File: config.mk
export PLATFORM = sky130hd
export DESIGN_NAME = port_rate_shaper
export DESIGN_NICKNAME = d
export VERILOG_FILES = /design/src/rtl/rls_pkg.sv /design/src/rtl/rls_rst_sync.sv /design/src/rtl/rls_cfg_regs.sv /design/src/rtl/rls_charge.sv /design/src/rtl/rls_bucket.sv /design/src/rtl/port_rate_shaper.sv
export SDC_FILE = /design/constraint.sdc
export NUM_CORES = 1
export LEC_CHECK = 0
export ABC_AREA = 1
export CAP_MARGIN = 20
export CORE_UTILIZATION = 35
export DETAILED_ROUTE_END_ITERATION = 6
export GPL_TIMING_DRIVEN = 0
export RECOVER_POWER = 50
export SKIP_CTS_REPAIR_TIMING = 1
export SYNTH_ARGS = -nofsm -noshare
export SYNTH_HDL_FRONTEND = slang
export SYNTH_SLANG_ARGS = --single-unit
File: constraint.sdc
create_clock -name clk -period 3.62 [get_ports clk]
set_input_delay 0.543 -clock clk [delete_from_list [all_inputs] [get_ports clk]]
set_output_delay 0.543 -clock clk [all_outputs]
set_load 0.05 [all_outputs]
File: src/rtl/rls_pkg.sv
`timescale 1ns/1ps
package rls_pkg;
  typedef enum logic [1:0] {
    CFG_PKT_COST  = 2'd0,
    CFG_WORD_COST = 2'd1,
    CFG_LIMIT     = 2'd2,
    CFG_SPARE     = 2'd3
  } cfg_field_e;

  localparam int unsigned FIELD_CNT = 3;
endpackage

File: src/rtl/rls_rst_sync.sv
`timescale 1ns/1ps
module rls_rst_sync #(
  parameter int STAGES = 2
) (
  input  logic clk,
  input  logic arst_n,
  output logic rst_sync_n
);
  generate
    if (STAGES <= 1) begin : g_single
      logic stage_q;
      always_ff @(posedge clk or negedge arst_n) begin
        if (!arst_n) stage_q <= 1'b0;
        else         stage_q <= 1'b1;
      end
      assign rst_sync_n = stage_q;
    end else begin : g_chain
      logic [STAGES-1:0] chain_q;
      always_ff @(posedge clk or negedge arst_n) begin
        if (!arst_n) chain_q <= '0;
        else         chain_q <= {chain_q[STAGES-2:0], 1'b1};
      end
      assign rst_sync_n = chain_q[STAGES-1];
    end
  endgenerate
endmodule

File: src/rtl/rls_cfg_regs.sv
`timescale 1ns/1ps
module rls_cfg_regs
  import rls_pkg::*;
#(
  parameter int PORT_W  = 4,
  parameter int MY_PORT = 5,
  parameter int CFG_W   = 8,
  parameter int PKT_W   = 8,
  parameter int WORD_W  = 8,
  parameter int LIM_W   = 8
) (
  input  logic              clk,
  input  logic              rst_n,
  input  logic              cfg_we,
  input  logic [PORT_W-1:0] cfg_port,
  input  logic [1:0]        cfg_sel,
  input  logic [CFG_W-1:0]  cfg_data,
  output logic [PKT_W-1:0]  pkt_cost,
  output logic [WORD_W-1:0] word_cost,
  output logic [LIM_W-1:0]  limit
);
  localparam logic [PORT_W-1:0] OWN_ID = PORT_W'(MY_PORT);

  logic                 id_hit;
  logic [FIELD_CNT-1:0] fld_en;
  logic [PKT_W-1:0]     pkt_d;
  logic [WORD_W-1:0]    word_d;
  logic [LIM_W-1:0]     lim_d;

  // decode: which field (if any) this write targets
  always_comb begin
    id_hit = cfg_we && (cfg_port == OWN_ID);
    fld_en = '0;
    if (id_hit) begin
      case (cfg_field_e'(cfg_sel))
        CFG_PKT_COST:  fld_en[0] = 1'b1;
        CFG_WORD_COST: fld_en[1] = 1'b1;
        CFG_LIMIT:     fld_en[2] = 1'b1;
        default:       fld_en    = '0;
      endcase
    end
  end

  // next-state values
  always_comb begin
    pkt_d  = cfg_data[PKT_W-1:0];
    word_d = cfg_data[WORD_W-1:0];
    lim_d  = cfg_data[LIM_W-1:0];
  end

  always_ff @(posedge clk or negedge rst_n) begin
    if (!rst_n) begin
      pkt_cost  <= '0;
      word_cost <= '0;
      limit     <= '0;
    end else begin
      if (fld_en[0]) pkt_cost  <= pkt_d;
      if (fld_en[1]) word_cost <= word_d;
      if (fld_en[2]) limit     <= lim_d;
    end
  end
endmodule

File: src/rtl/rls_charge.sv
`timescale 1ns/1ps
module rls_charge #(
  parameter int PKT_W  = 8,
  parameter int WORD_W = 8,
  parameter int WCNT_W = 6,
  parameter int SHIFT  = 8,
  parameter int COST_W = 18
) (
  input  logic [PKT_W-1:0]  pkt_cost,
  input  logic [WORD_W-1:0] word_cost,
  input  logic [WCNT_W-1:0] words,
  output logic [COST_W-1:0] charge
);
  logic [COST_W-1:0] fixed_part;
  logic [COST_W-1:0] len_part;

  always_comb begin
    fixed_part = COST_W'(pkt_cost) << SHIFT;
    len_part   = COST_W'(word_cost) * COST_W'(words);
    charge     = fixed_part + len_part;
  end
endmodule

File: src/rtl/rls_bucket.sv
`timescale 1ns/1ps
module rls_bucket #(
  parameter int DEBT_W = 18,
  parameter int LIM_W  = 8,
  parameter int SHIFT  = 8,
  parameter int REFILL = 16
) (
  input  logic              clk,
  input  logic              rst_n,
  input  logic              charge_en,
  input  logic [DEBT_W-1:0] charge,
  input  logic [LIM_W-1:0]  limit,
  output logic [DEBT_W-1:0] debt,
  output logic              below_limit
);
  localparam logic [DEBT_W-1:0] DRAIN = DEBT_W'(REFILL);

  logic [DEBT_W-1:0] drained;
  logic [DEBT_W-1:0] debt_d;
  logic [DEBT_W-1:0] threshold;
  logic              debt_en;

  always_comb begin
    drained     = (debt > DRAIN) ? (debt - DRAIN) : '0;
    debt_d      = drained + (charge_en ? charge : '0);
    debt_en     = charge_en || (debt != '0);
    threshold   = DEBT_W'(limit) << SHIFT;
    below_limit = (debt < threshold);
  end

  always_ff @(posedge clk or negedge rst_n) begin
    if (!rst_n)       debt <= '0;
    else if (debt_en) debt <= debt_d;
  end
endmodule

File: src/rtl/port_rate_shaper.sv
`timescale 1ns/1ps
module port_rate_shaper #(
  parameter int PORT_W     = 4,
  parameter int MY_PORT    = 5,
  parameter int CFG_W      = 8,
  parameter int PKT_W      = 8,
  parameter int WORD_W     = 8,
  parameter int LIM_W      = 8,
  parameter int WCNT_W     = 6,
  parameter int TOK_SHIFT  = 8,
  parameter int REFILL     = 16,
  parameter int SYNC_STAGE = 2
) (
  input  logic              clk,
  input  logic              rst_n,
  input  logic              cfg_we,
  input  logic [PORT_W-1:0] cfg_port,
  input  logic [1:0]        cfg_sel,
  input  logic [CFG_W-1:0]  cfg_data,
  input  logic              req_valid,
  input  logic [WCNT_W-1:0] req_words,
  output logic              grant
);
  // worst debt: just under the limit, plus the largest single charge
  localparam longint unsigned LIM_MAX  = ((longint'(1) << LIM_W) - 1) << TOK_SHIFT;
  localparam longint unsigned PKT_MAX  = ((longint'(1) << PKT_W) - 1) << TOK_SHIFT;
  localparam longint unsigned LEN_MAX  = ((longint'(1) << WORD_W) - 1) * ((longint'(1) << WCNT_W) - 1);
  localparam longint unsigned DEBT_MAX = LIM_MAX + PKT_MAX + LEN_MAX;
  localparam int DEBT_W = $clog2(DEBT_MAX + 1);

  logic              rst_i_n;
  logic [PKT_W-1:0]  pkt_cost;
  logic [WORD_W-1:0] word_cost;
  logic [LIM_W-1:0]  limit;
  logic [DEBT_W-1:0] charge;
  logic [DEBT_W-1:0] debt;
  logic              below_limit;
  logic              accept;
  logic              grant_q;

  rls_rst_sync #(.STAGES(SYNC_STAGE)) rst_i (
    .clk        (clk),
    .arst_n     (rst_n),
    .rst_sync_n (rst_i_n)
  );

  rls_cfg_regs #(
    .PORT_W (PORT_W), .MY_PORT (MY_PORT), .CFG_W (CFG_W),
    .PKT_W  (PKT_W),  .WORD_W  (WORD_W),  .LIM_W (LIM_W)
  ) cfg_i (
    .clk       (clk),
    .rst_n     (rst_i_n),
    .cfg_we    (cfg_we),
    .cfg_port  (cfg_port),
    .cfg_sel   (cfg_sel),
    .cfg_data  (cfg_data),
    .pkt_cost  (pkt_cost),
    .word_cost (word_cost),
    .limit     (limit)
  );

  rls_charge #(
    .PKT_W (PKT_W), .WORD_W (WORD_W), .WCNT_W (WCNT_W),
    .SHIFT (TOK_SHIFT), .COST_W (DEBT_W)
  ) charge_i (
    .pkt_cost  (pkt_cost),
    .word_cost (word_cost),
    .words     (req_words),
    .charge    (charge)
  );

  rls_bucket #(
    .DEBT_W (DEBT_W), .LIM_W (LIM_W), .SHIFT (TOK_SHIFT), .REFILL (REFILL)
  ) bucket_i (
    .clk         (clk),
    .rst_n       (rst_i_n),
    .charge_en   (accept),
    .charge      (charge),
    .limit       (limit),
    .debt        (debt),
    .below_limit (below_limit)
  );

  // acceptance: the grant cycle itself is never evaluated
  always_comb begin
    accept = req_valid && !grant_q && below_limit;
  end

  always_ff @(posedge clk or negedge rst_i_n) begin
    if (!rst_i_n) grant_q <= 1'b0;
    else          grant_q <= accept;
  end

  assign grant = grant_q;
endmodule

==> out/metrics.csv <==
stage,metric,value,unit
status,status,"complete, but fails checks",
status,violations,setup timing,
placement,dp_worst_setup_slack,-1.42,ns
global_routing,grt_max_degree,24,
placement,post-dp-hpwl,10100,um
worst_setup_path,cp_common_cell,fa_1,
finish,diodes,0,
sta,rsz0062_at_grt,yes,
global_routing,grt_pass1_vias,4449,
clock_network,cts_buffers,5,
power_and_ir_drop,power_density,594,nW/um^2
finish,drive_gt1_share,19.5,%
finish,fin_nets,896,
sta,worst_slew_pin_slew,1.26,ns
hold_path,min_path_type,reg2reg,
logic_synthesis,synth_warnings,0,
floorplan,initial_core_util,36.4,%
sta,setup_viol,13,
sta,period_needed,4.81,ns
logic_synthesis,synthesis.area,5160,um^2
logic_synthesis,async_flop_share,100,%
logic_synthesis,netlist.area_leader.share,21.8,%
routing,vias,4553,
sta,max_freq,0.208,GHz
floorplan,core_area,14100,um^2
run,maxCapViolations,0,
worst_setup_path,worst_path_max_delay_cell,fa_1,
worst_setup_path,crit_path_end_kind,register,
routing,dr.pass1.iters,4,
finish,area.growth.synth_to_final,24.8,%
logic_synthesis,synth_cell_type_count,37,
sta,maxSlewViolCount,0,
sta,timing.final.crit_share,133,%
routing,drt_wl_total,12800,um
worst_setup_path,cp_top_family,adder cells,
logic_synthesis,synth-edff-count,0,
floorplan,dieWidth,123,um
logic_synthesis,yosys.area.top_type,dfrtp_1,
global_routing,antenna_found_initial,0,
clock_network,worst_skew_pair.late_latency,0.29,ns
clock_network,clock_path_buffers,2,
sta,setup_tns,-11.48,ns
floorplan,die_h,123,um
sta,slew_headroom,16.1,%
clock_network,cts-root-buf,clkbuf_16,
floorplan,dieArea,15200,um^2
placement,gp_congestion,0.878,
clock_network,path_clk_slew,0.07,ns
routing,drc,0,
worst_setup_path,start_kind,register,
worst_setup_path,cp_data_required_time,3.84,ns
global_routing,grt_pass1_wl,21300,um
clock_network,cts_tree,yes,
power_and_ir_drop,leakagePower,3.39,nW
routing,drt_iter0_markers,294,
routing,viasPerCell,4.72,
worst_setup_path,cp_cell_sequence,"nand2_4, fa_1, inv_1, fa_1, fa_1, inv_1, fa_1, inv_2, ha_4, a21oi_4, o21ai_2, a21oi_2, xor2_1, nor2_1, ha_1, nand2_2, inv_4, nand2_4, nand3b_1, nand2_1, nand2_1, a21oi_2",
logic_synthesis,synth_ff_type,dfrtp_1,
sta,hold_violations,0,
logic_synthesis,synthTopCellsByArea,"dfrtp_1 22%, nand2_1 15%, ha_1 14%",
worst_setup_path,path_max_fanout,5,
routing,antenna_left,0,
logic_synthesis,syn_area_per_cell,6.90,um^2
power_and_ir_drop,ir_worst_vdd,0.000283,V
global_routing,track_usage,18.0,%
routing,routedWlPerCell,13.3,um
clock_network,htree_num_levels,2,
clock_network,cts.sinks,45,
floorplan,placementRows,43,
logic_synthesis,synthCells,747,
floorplan,num_io_pins,25,
worst_setup_path,worstPathArrival,5.02,ns
logic_synthesis,ys_seq_elements,45,
global_routing,overflow,0,
power_and_ir_drop,p_total,3.82,mW
placement,portBuffers,18,
worst_setup_path,max_stage_delay,0.53,ns
sta,setup_ws,-1.19,ns
worst_setup_path,cp.buffers_inverters,4,
logic_synthesis,syn-num-nets,859,
logic_synthesis,seq_area_frac_synth,21.8,%
worst_setup_path,crit_type,reg2reg,
sta,skew,0.00933,ns
## cell families (layout without fill, tap and decap cells)
group / after synthesis / in the layout / synth area share (%)
other cells: 1 / 1 / 0.0727
simple gates: 352 / 352 / 28.2
buf+inv: 167 / 205 / 12.5
flops: 45 / 45 / 21.8
compound gates: 72 / 72 / 7.64
xor+xnor: 22 / 22 / 3.74
fa+ha+maj: 88 / 88 / 26.0
## final timing paths
check	start	to	slack, ns	cells after the start
setup / recovery	cfg_i.word_cost[4]	bucket_i.debt[13]	-1.19	22
hold / removal	rst_i.g_chain.chain_q[0]	rst_i.g_chain.chain_q[1]	0.35	0
setup reg to reg	cfg_i.word_cost[4]	bucket_i.debt[13]	-1.19	22
hold reg to reg	rst_i.g_chain.chain_q[0]	rst_i.g_chain.chain_q[1]	0.35	0
max in group asynchronous	rst_i.g_chain.chain_q[1]	cfg_i.word_cost[6]	1.46	1
min in group asynchronous	rst_i.g_chain.chain_q[1]	cfg_i.pkt_cost[5]	0.40	0
## metrics by stage
step,hold WS [ns],cell area [um^2],std cells,util [%]
finish,0.352,6440,965,45.5
global placement,0.333,5770,945,40.8
CTS,0.294,5950,954,42.0
global route,0.369,6440,965,45.5
floorplan,0.247,5360,747,-
detailed placement,0.288,5800,946,41.0
## state kept, by name, indices dropped and copies added, names as in the netlist
name	flops
bucket_i.debt	18
cfg_i.limit	8
cfg_i.pkt_cost	8
cfg_i.word_cost	8
rst_i.g_chain.chain_q	2
grant	1
## cell type report
cell class | instances | area [um^2]
Fill cell | 1427 | 7710
Multi-Input combinational cell | 535 | 3960
Sequential cell | 45 | 1130
Inverter | 156 | 593
Timing Repair Buffer | 30 | 267
Tap cell | 180 | 225
Clock buffer | 5 | 125
Buffer | 11 | 116
Clock inverter | 3 | 25.0
## synth_stat cells (2+ instances only)
cell type,instances
nand2_1,207
inv_1,154
nor2_1,92
ha_1,56
dfrtp_1,45
o21ai_0,33
fa_1,32
a21oi_1,29
nand3_1,24
xnor2_1,11
xor2_1,11
nor3_1,10
clkbuf_1,8
nand3b_1,4
a21oi_2,3
nor2_2,3
a31oi_1,2
nand2_2,2
nor3b_1,2
o21ai_1,2
## layout by cell type (no fill, tap or decap), types with 6 or more instances in the layout
cell type | Yosys | routed
fa_1 | 32 | 29
a21oi_1 | 29 | 11
nand3_1 | 24 | 18
clkdlybuf4s50_1 | 0 | 17
xor2_1 | 11 | 9
clkbuf_16 | 0 | 6
ha_1 | 56 | 39
nand2_4 | 1 | 6
a21oi_2 | 3 | 16
dfrtp_1 | 45 | 42
nand2_2 | 2 | 24
nand3_2 | 1 | 6
o21ai_0 | 33 | 30
nand2_1 | 207 | 180
buf_4 | 1 | 12
nor2_1 | 92 | 78
ha_4 | 0 | 16
inv_1 | 154 | 147
nor2_2 | 3 | 15
xnor2_1 | 11 | 8
inv_2 | 1 | 7
## report_power, final
part | total [mW] | switching [mW] | internal, mW | leakage, nW
clock network | 0.472 | 0.211 | 0.261 | 0.0708
logic | 2.52 | 1.46 | 1.07 | 2.75
registers | 0.829 | 0.182 | 0.647 | 0.566
total | 3.82 | 1.85 | 1.98 | 3.39
## metal layers
metal	up-vias	part of all wire, %	global-route usage [%]	wire length [um]
met5	-	0	0	0
met4	0	1.3	3.46	165
met3	12	3.5	2.21	443
met2	80	47	30.0	6050
met1	2127	48	25.1	6150
li1	2334	-	-	-
(Power assumes the default switching activity.)
